## config.mk

```make
export PLATFORM = sky130hd
export DESIGN_NAME = pin_event_port
export DESIGN_NICKNAME = d
export VERILOG_FILES = /design/src/rtl/pep_pkg.sv /design/src/rtl/pep_sync.sv /design/src/rtl/pep_filter.sv /design/src/rtl/pin_event_port.sv
export SDC_FILE = /design/constraint.sdc
export NUM_CORES = 1
export LEC_CHECK = 0
export CAP_MARGIN = 10
export CORE_MARGIN = 5
export CORE_UTILIZATION = 50
export CTS_CLUSTER_DIAMETER = 40
export DETAILED_ROUTE_END_ITERATION = 7
export DONT_BUFFER_PORTS = 1
export GPL_ROUTABILITY_DRIVEN = 0
export SYNTH_ARGS = -nofsm -noshare
export SYNTH_HDL_FRONTEND = slang
export SYNTH_SLANG_ARGS = --single-unit
```

## constraint.sdc

```tcl
create_clock -name clk -period 10.6 [get_ports clk]
set_input_delay 2.12 -clock clk [delete_from_list [all_inputs] [get_ports clk]]
set_output_delay 2.12 -clock clk [all_outputs]
set_load 0.02 [all_outputs]
```

## src/rtl/pep_pkg.sv

```systemverilog
package pep_pkg;
    typedef enum logic [2:0] {
        ADDR_DOUT = 3'd0,
        ADDR_DIR  = 3'd1,
        ADDR_IEN  = 3'd2,
        ADDR_POL  = 3'd3,
        ADDR_FLAG = 3'd4,
        ADDR_FILT = 3'd5,
        ADDR_PIN  = 3'd6
    } pep_addr_e;

    localparam int unsigned FILT_RESET = 2;
endpackage

```

## src/rtl/pep_sync.sv

```systemverilog
module pep_sync #(
    parameter int unsigned WIDTH = 8
) (
    input  logic             clk,
    input  logic             rst_n,
    input  logic [WIDTH-1:0] async_i,
    output logic [WIDTH-1:0] sync_o
);
    typedef struct packed {
        logic [WIDTH-1:0] meta;
        logic [WIDTH-1:0] stable;
    } sync_t;

    sync_t st_d, st_q;

    always_comb begin
        st_d.meta   = async_i;
        st_d.stable = st_q.meta;
    end

    always_ff @(posedge clk or negedge rst_n) begin
        if (!rst_n) st_q <= '0;
        else        st_q <= st_d;
    end

    assign sync_o = st_q.stable;
endmodule

```

## src/rtl/pep_filter.sv

```systemverilog
module pep_filter #(
    parameter int unsigned CNT_W = 8
) (
    input  logic             clk,
    input  logic             rst_n,
    input  logic             level_i,
    input  logic             rising_i,
    input  logic             disarm_i,
    input  logic [CNT_W-1:0] limit_i,
    output logic             qual_o,
    output logic             armed_o
);
    typedef struct packed {
        logic [CNT_W-1:0] cnt;
        logic             armed;
    } filt_t;

    filt_t st_d, st_q;
    logic  active;
    logic  [CNT_W-1:0] last_cnt;

    always_comb begin
        active   = rising_i ? level_i : ~level_i;
        last_cnt = (limit_i == '0) ? '0 : limit_i - 1'b1;
        st_d     = st_q;
        qual_o   = 1'b0;
        if (disarm_i) begin
            st_d.armed = 1'b0;
            st_d.cnt   = '0;
        end else if (!active) begin
            st_d.armed = 1'b1;
            st_d.cnt   = '0;
        end else if (st_q.armed) begin
            if (st_q.cnt == last_cnt) begin
                qual_o     = 1'b1;
                st_d.armed = 1'b0;
                st_d.cnt   = '0;
            end else begin
                st_d.cnt = st_q.cnt + 1'b1;
            end
        end
    end

    always_ff @(posedge clk or negedge rst_n) begin
        if (!rst_n) st_q <= '0;
        else        st_q <= st_d;
    end

    assign armed_o = st_q.armed;

    // One event per active run: a qualification cannot repeat on the next cycle
    assert_single_event_R13: assert property (@(posedge clk) disable iff (!rst_n)
        qual_o |=> !qual_o);
endmodule

```

## src/rtl/pin_event_port.sv

```systemverilog
module pin_event_port #(
    parameter int unsigned NPIN  = 8,
    parameter int unsigned CNT_W = 8
) (
    input  logic            clk,
    input  logic            rst_n,
    input  logic [2:0]      bus_addr,
    input  logic            bus_wr,
    input  logic [NPIN-1:0] bus_wdata,
    output logic [NPIN-1:0] bus_rdata,
    input  logic [NPIN-1:0] pad_in,
    output logic [NPIN-1:0] pad_out,
    output logic [NPIN-1:0] pad_oe,
    output logic            irq_o,
    output logic            wake_o
);
    import pep_pkg::*;

    typedef struct packed {
        logic [NPIN-1:0]  dout;
        logic [NPIN-1:0]  dir;
        logic [NPIN-1:0]  ien;
        logic [NPIN-1:0]  pol;
        logic [NPIN-1:0]  flag;
        logic [CNT_W-1:0] filt;
    } regs_t;

    regs_t           rg_d, rg_q;
    logic [NPIN-1:0] lvl_sync;
    logic [NPIN-1:0] evt;
    logic [NPIN-1:0] armed;
    logic [NPIN-1:0] disarm;
    logic [NPIN-1:0] clr;
    logic [NPIN-1:0] raw_active;
    pep_addr_e       addr;

    assign addr = pep_addr_e'(bus_addr);

    pep_sync #(.WIDTH(NPIN)) u_sync (
        .clk     (clk),
        .rst_n   (rst_n),
        .async_i (pad_in),
        .sync_o  (lvl_sync)
    );

    generate
        for (genvar i = 0; i < NPIN; i++) begin : g_pin
            pep_filter #(.CNT_W(CNT_W)) u_filt (
                .clk      (clk),
                .rst_n    (rst_n),
                .level_i  (lvl_sync[i]),
                .rising_i (rg_q.pol[i]),
                .disarm_i (disarm[i]),
                .limit_i  (rg_q.filt),
                .qual_o   (evt[i]),
                .armed_o  (armed[i])
            );
        end
    endgenerate

    always_comb begin
        rg_d   = rg_q;
        clr    = '0;
        disarm = '0;
        if (bus_wr) begin
            case (addr)
                ADDR_DOUT: rg_d.dout = bus_wdata;
                ADDR_DIR:  rg_d.dir  = bus_wdata;
                ADDR_IEN:  rg_d.ien  = bus_wdata;
                ADDR_POL: begin
                    rg_d.pol = bus_wdata;
                    disarm   = bus_wdata ^ rg_q.pol;
                end
                ADDR_FLAG: clr = bus_wdata;
                ADDR_FILT: rg_d.filt = bus_wdata[CNT_W-1:0];
                default: ;
            endcase
        end
        rg_d.flag = (rg_q.flag & ~clr) | evt;
    end

    always_ff @(posedge clk or negedge rst_n) begin
        if (!rst_n) begin
            rg_q      <= '0;
            rg_q.filt <= CNT_W'(FILT_RESET);
        end else begin
            rg_q <= rg_d;
        end
    end

    always_comb begin
        bus_rdata = '0;
        case (addr)
            ADDR_DOUT: bus_rdata = rg_q.dout;
            ADDR_DIR:  bus_rdata = rg_q.dir;
            ADDR_IEN:  bus_rdata = rg_q.ien;
            ADDR_POL:  bus_rdata = rg_q.pol;
            ADDR_FLAG: bus_rdata = rg_q.flag;
            ADDR_FILT: bus_rdata[CNT_W-1:0] = rg_q.filt;
            ADDR_PIN:  bus_rdata = lvl_sync;
            default:   bus_rdata = '0;
        endcase
    end

    assign pad_out    = rg_q.dout;
    assign pad_oe     = rg_q.dir;
    assign irq_o      = |(rg_q.flag & rg_q.ien);
    assign raw_active = ~(pad_in ^ rg_q.pol);
    assign wake_o     = irq_o | (|(rg_q.ien & armed & raw_active));

    // Flags only rise from a qualified event on the previous edge
    assert_flag_source_R4: assert property (@(posedge clk) disable iff (!rst_n)
        1'b1 |-> ((rg_q.flag & ~$past(rg_q.flag) & ~$past(evt)) == '0));

    // A write of ones to the flag register clears those flags (no event pending)
    assert_w1c_clear_R10: assert property (@(posedge clk) disable iff (!rst_n)
        (bus_wr && addr == ADDR_FLAG) |=> ((rg_q.flag & $past(bus_wdata & ~evt)) == '0));

    // A qualified event wins over a clear on the same edge
    assert_event_wins_R11: assert property (@(posedge clk) disable iff (!rst_n)
        (evt != '0) |=> ((rg_q.flag & $past(evt)) == $past(evt)));

    // No enabled pin means no interrupt request
    assert_irq_gated_R9: assert property (@(posedge clk) disable iff (!rst_n)
        (rg_q.ien == '0) |-> !irq_o);

    // Wake covers every pending interrupt
    assert_wake_covers_R12: assert property (@(posedge clk) disable iff (!rst_n)
        irq_o |-> wake_o);
endmodule

```

==> summary.txt, run 1 <==
====================================================================================
Outcome                                                                    completed
Crit path max-delay family                                              simple AND/OR/NAND/NOR gates
Total routing usage reported by global routing                                 0.235
Antenna Cells                                                                      0
Gate count of the mapped netlist                                                 927
Share of the synthesized area in the top cell type                             0.385
CP max-delay cell                                                              or3_1
Arrival time at the worst endpoint                                           3.01 ns
Relative slew slack                                                            0.266
CTS tree                                                                        done
Critical path's largest stage delay                                          0.46 ns
Root cell of the clock tree                                                clkbuf_16
Number of top-level pins                                                          48
Std cell rows                                                                     48
IR Drop Worst-Case VDD                                                      0.142 mV
Reported leakage power                                                       4.04 nW
Syn Std Cell Area                                                         8780 sq um
Pin count of the biggest net entering global routing                             137
Async set-reset flop share out of synthesis                                     1.00
Area of the core                                                         17200 sq um
Setup repair bufs after CTS                                                        0
CP required                                                                  8.48 ns
Max-slew violation count                                                           0
HPWL after DPL                                                          15900 microns
Mean Syn Cell Area                                                        9.47 sq um
Iteration-0 DRC Markers                                                          439
Die area                                                                 20300 sq um
List of most frequent post-synthesis cells                              dfrtp_1 (135), nand2_1 (104), a21oi_1 (47), clkbuf_1 (40), mux2_2 (40)
FF-to-FF Start                                                               rg_q[0]
Via count of the first global-routing pass                                      7041
Input/output buffers                                                               0
Cells traversed along the worst timing path                             xnor2_1 > nand3_1 > nand4_1 > or3_1
CTS sink cnt                                                                     136
H-tree levels                                                                      4
Vertical die dimension                                                   143 microns
Vias per Instance                                                               6.30
Clock skew                                                                 0.0117 ns
Initial antenna violation count                                                    0
# hold bufs at CTS                                                                 0
Wire length of the first global-routing pass                            37700 microns
Layout cell share with drive strength beyond 1                                 0.122
Max Fclk                                                                     195 MHz
Cell Pwr Density                                                         216 nW/um^2
Buffers and inverters on the worst path                                            0
Max Cap Violations                                                                 0
Slew of the pin with the lowest slew margin                                  1.09 ns
Average detailed-routed wire length per instance                        20.6 microns
Share of the clock period used by the worst path                               0.484
Number of hold violations in the final report                                      0
Netlist cell types                                                                65
Number of resized instances in the post-cts repair step                            0
WL final                                                                23000 microns
Top flip-flop cell by instance count after synthesis                         dfrtp_1
Reg2Reg Capture Point                                                   g_pin[4].u_filt.st_q[7]
Count of cells along the worst hold path                                           0
Worst R2R Setup Slack                                                        5.57 ns
Worst skew pair latency                                                      0.43 ns
Most repeated cell in the gate-level netlist after synthesis                 dfrtp_1
Total chip power                                                             2.02 mW
Area growth syn-to-layout                                                      6.23%
Via Count                                                                       7049
Post-layout nets                                                                 912
Unrepaired setup endpoints after global routing                                   no
Number of synthesized flops with an enable pin                                     0
Number of detailed-route iterations in the first pass                              5
Terminating pin of the worst hold path                                  u_sync.sync_o[0]
Fraction of the yosys area taken by sequential cells                           0.388
Longest Clk Path Bufs                                                              2
Setup tns final                                                                 0 ns
Clock slew seen by the registers of the worst setup and hold paths           0.06 ns
Number of cells traversed by the worst register-to-register path                   9
Post-synthesis sequential element count                                          136
Max Fanout on Critical Path                                                        2
Top area cells in the synthesized netlist                               dfrtp_1 (38%), mux2_2 (5.1%), nand2_1 (4.4%), mux2i_1 (4.1%), a21oi_1 (2.7%)
Depth of the critical timing path with buffers and inverters included              4
Total clock buffers created by CTS                                                17
Initial Util                                                                   0.509
Post-route DRC violation count                                                     0
Width of the die                                                         143 microns
Type of the worst setup path                                            input port to output port
ANT nets after route                                                               0
Warning count from the yosys run                                                   0
Critical path startpoint category                                         input port
Overflow after GRT                                                                 0
Class of the tightest hold or removal check                             flip-flop to flip-flop
Number of setup violations in the final report                                     0
Worst Hold Launch                                                       u_sync.st_d[0]
Syn_nets                                                                         958
Cell taking the most area after synthesis                                    dfrtp_1
Endpoint class of the critical path                                      output port
Tmin final                                                                   5.13 ns
====================================================================================
routing by layer:
layer / routed length (microns) / up-vias / global-route usage
met3: 1460 / 43 / 0.0581
met4: 659 / 0 / 0.0830
met5: 0 / - / 0
li1: - / 3296 / -
met2: 10700 / 227 / 0.378
met1: 10200 / 3483 / 0.312
logic make-up after synthesis:
family | synth area share
and+or+nand+nor | 0.195
AOI/OAI and AO/OA | 0.197
DFF | 0.388
buffers and inverters | 0.0521
muxes | 0.108
xor gates and xnor gates | 0.0477
adders and majority gates | 0.0128
stage by stage:
step	std cells	cell area, sq um	utilization	hold WS, ns	setup WS, ns
global placement	1087	8760	0.508	0.332	5.46
finish	1119	9330	0.541	0.350	5.47
CTS	1119	9330	0.541	0.350	5.48
global route	1119	9330	0.541	0.357	5.32
detailed placement	1087	8760	0.508	0.336	5.49
floorplan	927	8780	-	0.331	4.79
cell type report:
class | count | area, sq um
Tap cell | 225 | 282
Fill cell | 1494 | 7910
Multi-Input combinational cell | 691 | 4920
Clock inverter | 14 | 134
Clock buffer | 18 | 429
Timing Repair Buffer | 6 | 45.0
Sequential cell | 136 | 3400
Inverter | 29 | 109
power by group:
part           switching, mW  internal (mW)
combinational          0.362          0.294
sequential             0.175          0.611
clock                  0.266          0.311
total                  0.802           1.22
placed cells by master, fill, tap and decap left out, types with 14 or more instances in the layout:
master,n
a211oi_1,14
and3_1,32
mux2_2,40
nand2_1,104
dfrtp_1,135
clkbuf_16,17
o21ai_0,35
xnor2_1,25
nor2b_1,20
inv_1,28
nor2_1,39
nand3_1,36
o21bai_1,15
a22o_1,15
a21oi_1,47
mux2i_1,36
a21o_1,25
state kept, by name, summed over array words and instances (netlist names):
register              count
g_pin.u_filt.st_q        64
g_pin.u_filt.armed_o      8
u_sync.sync_o             8
rg_q                     32
u_sync.st_d               8
pad_out                   8
pad_oe                    8
worst max path at each step:
stage                              endpoint         from  slack [ns]
global placement                     wake_o    pad_in[6]        5.46
floorplan                      bus_rdata[7]  bus_addr[0]        4.79
global route        g_pin[4].u_filt.st_q[8]      rg_q[0]        5.32
detailed placement                   wake_o    pad_in[6]        5.49
finish                               wake_o    pad_in[6]        5.47
CTS                                  wake_o    pad_in[6]        5.48
No activity file was read; power rests on OpenSTA's default activity.
==> run 2: changes to the inputs <==
Settings changed: PLACE_DENSITY from default to 0.68.
Clock period 10.6 ns to 4.7 ns, I/O delays scaled along.
==> run 2 against run 1 <==
Sequential cell count is the same. Clock skew grew 0.00058 ns. Non-clock buffer count grew 15. Sequential power grew 130%. Setup slack lost 4.8 ns. Final area grew 1.9%. Worst hold slack lost 0.15 ns. First-iteration DRC count grew 17%. Register-to-register slack lost 4.9 ns. Sequential share of layout area shrank 0.67 points. Via count grew 0.37%. Global-route usage shrank 0.98 points.
==> summary.txt, run 2 (synthesis results as in run 1) <==
==================================================================================
Outcome                                                                  completed
Via count of the first global-routing pass                                    6861   -2.6%
Worst skew pair latency                                                    0.44 ns   about the same
Longest Clk Path Bufs                                                            2   unchanged
Initial antenna violation count                                                  0   unchanged
Clock slew seen by the registers of the worst setup and hold paths         0.07 ns   about the same
Number of hold violations in the final report                                    0   unchanged
Global Route met1 Usage                                                      0.316   +0.00434
Power share of the sequential group                                          0.375   -0.014
Share of the clock period used by the worst path                             0.862
Unrepaired setup endpoints after global routing                                 no
Int Pwr                                                                    2.93 mW   +140%
Clock skew                                                               0.0123 ns   +0.000578 ns
Max-slew violation count                                                         0   unchanged
Summed area of non-filler cells in the final layout                     9500 sq um   +1.9%
Class of the tightest hold or removal check                           input port to async pin
Endpoint class of the critical path                                      flip-flop
Global-route track usage on met3                                            0.0501   -0.00806
Pin count of the biggest net entering global routing                           137   unchanged
Number of detailed-route iterations in the first pass                            7   +2
Initial Util                                                                 0.509   unchanged
Input/output buffers                                                             0   unchanged
Number of cells traversed by the worst register-to-register path                10   +1
CP required                                                                5.02 ns   -3.46 ns
CTS tree                                                                      done
Worst R2R Setup Slack                                                      0.65 ns   -4.92 ns
ANT nets after route                                                             0   unchanged
Post-route DRC violation count                                                   0   unchanged
Fillers                                                                       1485   -0.60%
Critical path startpoint category                                        flip-flop
Std cell rows                                                                   48   unchanged
Combined flip-flop and latch cell area                                  3400 sq um   unchanged
Width of the die                                                       143 microns   unchanged
FF-to-FF Start                                                             rg_q[0]
Die area                                                               20300 sq um   unchanged
Net switching power figure                                                 1.78 mW   +120%
Flip-flop count of the largest register, all copies and words added             64   unchanged
IR Drop Worst-Case VDD                                                    0.305 mV   +110%
Total clock buffers created by CTS                                              17   unchanged
Iteration-0 DRC Markers                                                        513   +17%
Reg2Reg Capture Point                                                 g_pin[7].u_filt.st_q[3]
H-tree levels                                                                    4   unchanged
Vias per Instance                                                             6.24   -0.96%
Antenna Cells                                                                    0   unchanged
# hold bufs at CTS                                                               0   unchanged
Reported leakage power                                                     4.14 nW   +2.5%
Via Count                                                                     7075   +0.37%
Number of setup violations in the final report                                   0   unchanged
Vertical die dimension                                                 143 microns   unchanged
Average detailed-routed wire length per instance                      19.9 microns   -3.5%
Relative slew slack                                                          0.232   -0.0338
Overflow after GRT                                                               0   unchanged
Root cell of the clock tree                                              clkbuf_16
Number of resized instances in the post-cts repair step                          0   unchanged
Tmin final                                                                 4.05 ns
Post-layout nets                                                               927   +1.6%
Slew of the pin with the lowest slew margin                                1.15 ns   +0.0621 ns
Largest registers                                                     g_pin.u_filt.st_q (64), rg_q (32)
Largest register by flop count                                        g_pin.u_filt.st_q
Gate power share                                                             0.322   -0.003
HPWL after DPL                                                        15500 microns   -2.1%
Area of the multi-input gates                                           4930 sq um   +0.13%
Area of the core                                                       17200 sq um   unchanged
Number of top-level pins                                                        48   unchanged
Setup tns final                                                               0 ns   unchanged
Layout cell share with drive strength beyond 1                               0.138   +0.0156
Max Fanout on Critical Path                                                     16   +14
Wire length of the first global-routing pass                          36500 microns   -3.2%
Layer carrying the most global-route usage                                    met2
Met2 layer usage reported by global route                                    0.354   -0.0235
Total routing usage reported by global routing                               0.226   -0.00982
Net switching fraction of the power                                          0.378   -0.0191
Area growth syn-to-layout                                                    8.21%
Arrival time at the worst endpoint                                         4.36 ns   +1.35 ns
Max Fclk                                                                   247 MHz
WL final                                                              22500 microns   -2.2%
Setup repair bufs after CTS                                                      0   unchanged
Highest-count cells in the layout ignoring fill and taps              dfrtp_1 (135), nand2_1 (104), a21oi_1 (47)
Max Cap Violations                                                               0   unchanged
Most common cell after layout, fill and taps aside                         dfrtp_1
Type of the worst setup path                                          flip-flop to flip-flop
Cell Pwr Density                                                       496 nW/um^2   +130%
Relative contribution of the clock network to total power                    0.303   +0.017
Post-Place Cell Area                                                    8880 sq um   +1.4%
CTS sink cnt                                                                   136   unchanged
==================================================================================
[run 2: changes by cell type in the layout (fill, tap and decap cells not counted), sizes merged]
cell	previous run	this run
clkinvlp	3	2
clkinv	3	4
bufinv	0	3
inv	37	34
buf	6	21
[run 2: final cells by class]
| class | count | area share |
|---|---|---|
| inverters | 29 | 0.0115 |
| well taps | 225 | 0.0296 |
| repair buffers | 21 | 0.0166 |
| multi-input cells | 691 | 0.519 |
| clock buffers | 18 | 0.0452 |
| clock inverters | 14 | 0.0199 |
| flip-flops and latches | 136 | 0.358 |
[run 2: how the worst max path moves through the flow]
stage	start	to	slack (ns)	cells after the start
after floorplan	bus_addr[0]	bus_rdata[7]	1.25	7
after global placement	rg_q[0]	g_pin[7].u_filt.st_q[3]	0.73	10
after detailed placement	rg_q[0]	g_pin[7].u_filt.st_q[3]	0.68	10
after CTS	rg_q[0]	g_pin[7].u_filt.st_q[3]	0.68	10
after global routing	rg_q[0]	g_pin[7].u_filt.st_q[3]	0.41	10
final	rg_q[0]	g_pin[7].u_filt.st_q[3]	0.65	10
[run 2: critical path, stage by stage, from the launching register on]
cell       delay (ns)
dfrtp_1          0.46
clkinv_1         0.07
buf_4            0.18
ha_1             0.34
or3b_2           0.62
o31ai_4          0.62
a21oi_1          0.16
or4_4            0.57
a2111oi_4        0.46
nor2_1           0.12
a221o_1          0.33
[run 2: stage by stage]
stage          setup WS, ns  cells  hold WS (ns)  total power, mW   util
2_1_floorplan          1.25    927         0.331             2.93      -
3_3_place_gp          0.728   1102         0.333             3.24  0.515
3_5_place_dp          0.677   1102         0.337             3.27  0.515
4_1_cts               0.676   1134         0.196             4.71  0.551
5_1_grt               0.411   1134         0.187             4.95  0.551
6_report              0.651   1134         0.203             4.71  0.551
[run 2: power groups by stage]
stage | Clock, mW | Combinational, mW | Sequential [mW]
final | 1.43 | 1.52 | 1.77
after global routing | 1.49 | 1.66 | 1.80
after CTS | 1.44 | 1.51 | 1.76
after detailed placement | 0 | 1.50 | 1.77
after global placement | 0 | 1.47 | 1.77
after floorplan | 0 | 1.33 | 1.59
[run 2: per-layer routing]
metal | up-vias | routed length, microns
li1 | 3341 | -
met1 | 3523 | 10400
met2 | 174 | 10600
met3 | 37 | 1120
met4 | 0 | 385
met5 | - | 0
==> run 3: changes to the inputs <==
Settings changed: PLACE_DENSITY 0.68 to 0.69, RECOVER_POWER from default to 50.
==> run 3 against run 2 <==
Sequential power about the same. Global-route usage down 0.18 points. Largest cell class unchanged. Critical endpoint is now g_pin[5].u_filt.st_q[7]. Routed wire length is 0.71% lower. Core utilization is 0.23 points lower.
==> summary.txt, run 3 (synthesis results as in run 1) <==
==================================================================================
Share of the clock period used by the worst path                             0.877   +0.0158
Worst skew pair latency                                                    0.43 ns   about the same
Outcome                                                                  completed
Post-layout nets                                                               927   unchanged
Type of the worst setup path                                          flip-flop to flip-flop
Class of the tightest hold or removal check                           input port to async pin
Reported leakage power                                                     4.12 nW   -0.39%
CP max-delay cell                                                            or4_1
Wire length of the first global-routing pass                          36300 microns   -0.64%
Top Metal Used                                                                met4
IR Drop Worst-Case VDD                                                    0.277 mV   -9.2%
Tmin final                                                                 4.12 ns   +0.0744 ns
Longest Clk Path Bufs                                                            2   unchanged
Post-Place Cell Area                                                    8880 sq um   unchanged
# hold bufs at CTS                                                               0   unchanged
Std cell rows                                                                   48   unchanged
Input/output buffers                                                             0   unchanged
Largest registers                                                     g_pin.u_filt.st_q (64), rg_q (32)
Dominant cell type by count on the critical path                            and3_1
Via Count                                                                     7114   +0.55%
Flip-flop count of the largest register, all copies and words added             64   unchanged
Cell Pwr Density                                                       486 nW/um^2   -1.9%
Total routing usage reported by global routing                               0.224   -0.00179
Number of detailed-route iterations in the first pass                            6   -1
Pre-CTS WS                                                                0.627 ns   -0.0500 ns
Slew of the pin with the lowest slew margin                                1.09 ns   -0.0563 ns
Number of top-level pins                                                        48   unchanged
H-tree levels                                                                    4   unchanged
Most common cell after layout, fill and taps aside                         dfrtp_1
Max Cap Violations                                                               0   unchanged
Max Fanout on Critical Path                                                     16   unchanged
Critical path startpoint category                                        flip-flop
Routed length on met3                                                 1250 microns   +11%
Area of the core                                                       17200 sq um   unchanged
Wire length on met1                                                   10300 microns   -1.1%
Width of the die                                                       143 microns   unchanged
Area growth syn-to-layout                                                    7.77%
Post-route DRC violation count                                                   0   unchanged
Iteration-0 DRC Markers                                                        540   +5.3%
Clock slew seen by the registers of the worst setup and hold paths         0.06 ns   about the same
Number of hold violations in the final report                                    0   unchanged
Clock skew                                                              0.00867 ns   -0.00361 ns
Cells traversed along the worst timing path                           clkinv_1 > ha_1 > buf_4 > or4_1 > and3_1 > nor4_1 > a41oi_1 > and3_1 > a221o_1
Highest-count cells in the layout ignoring fill and taps              dfrtp_1 (135), nand2_1 (104), a21oi_1 (47)
Setup tns final                                                               0 ns   unchanged
Overflow after GRT                                                               0   unchanged
HPWL after DPL                                                        15600 microns   +0.49%
Max-slew violation count                                                         0   unchanged
Arrival time at the worst endpoint                                         4.44 ns   +0.08 ns
Summed area of non-filler cells in the final layout                     9460 sq um   -0.41%
Relative slew slack                                                          0.270   +0.0376
Endpoint class of the critical path                                      flip-flop
Fillers                                                                       1504   +1.3%
Critical path's largest stage delay                                        0.85 ns   +0.23 ns
Die area                                                               20300 sq um   unchanged
Detail Route met2 WL                                                  10500 microns   -1.8%
Buffers and inverters on the worst path                                          2   unchanged
Antenna Cells                                                                    0   unchanged
Number of resized instances in the post-cts repair step                          0   unchanged
WL final                                                              22400 microns   -0.71%
Via count of the first global-routing pass                                    6718   -2.1%
CTS sink cnt                                                                   136   unchanged
Setup repair bufs after CTS                                                      0   unchanged
Largest register by flop count                                        g_pin.u_filt.st_q
Crit path max-delay family                                            simple AND/OR/NAND/NOR gates
Number of setup violations in the final report                                   0   unchanged
CP required                                                                5.01 ns   about the same
Vias per Instance                                                             6.27   +0.55%
Initial antenna violation count                                                  0   unchanged
Pin count of the biggest net entering global routing                           137   unchanged
Max Fclk                                                                   243 MHz   -1.8%
ANT nets after route                                                             0   unchanged
Layout cell share with drive strength beyond 1                               0.139   +0.00110
Initial Util                                                                 0.509   unchanged
Average detailed-routed wire length per instance                      19.7 microns   -0.71%
Total chip power                                                           4.60 mW   -2.3%
Total clock buffers created by CTS                                              17   unchanged
Root cell of the clock tree                                              clkbuf_16
Unrepaired setup endpoints after global routing                                 no
Final Worst Setup Slack                                                   0.576 ns   -0.0744 ns
CTS tree                                                                      done
Vertical die dimension                                                 143 microns   unchanged
==================================================================================
-- run 3: area by class of cell --
type | instances | area, sq um | share of cell area
Timing Repair Buffer | 21 | 158 | 0.0167
Clock inverter | 14 | 140 | 0.0148
Inverter | 29 | 109 | 0.0115
Tap cell | 225 | 282 | 0.0298
Multi-Input combinational cell | 691 | 4930 | 0.521
Sequential cell | 136 | 3400 | 0.360
Clock buffer | 18 | 439 | 0.0464
-- run 3: routing by layer --
| metal | vias to the layer above | track usage |
|---|---|---|
| met5 | - | 0 |
| met4 | 0 | 0.0675 |
| met3 | 37 | 0.0454 |
| met2 | 217 | 0.343 |
| met1 | 3515 | 0.322 |
| li1 | 3345 | - |
-- run 3: per-stage QoR --
step | utilization | cells | hold slack (ns)
after detailed placement | 0.515 | 1102 | 0.336
final | 0.549 | 1134 | 0.210
after global placement | 0.515 | 1102 | 0.332
after global routing | 0.549 | 1134 | 0.194
after floorplan | - | 927 | 0.331
after CTS | 0.549 | 1134 | 0.199
-- run 3: final timing paths --
path                           startpoint                 endpoint  slack, ns  cells past startpoint
max                               rg_q[0]  g_pin[5].u_filt.st_q[7]       0.58                      9
min                                 rst_n  g_pin[1].u_filt.st_q[7]       0.21                      0
max reg2reg                       rg_q[0]  g_pin[5].u_filt.st_q[7]       0.58                      9
min reg2reg                u_sync.st_d[7]         u_sync.sync_o[7]       0.35                      0
max in group asynchronous           rst_n                  rg_q[1]       4.24                      0
min in group clk           u_sync.st_d[7]         u_sync.sync_o[7]       0.35                      0
-- run 3: power breakdown --
group          total (mW)  switching, mW  internal [mW]
clock network        1.32          0.564          0.754
logic                1.53          0.831          0.697
registers            1.76          0.377           1.38
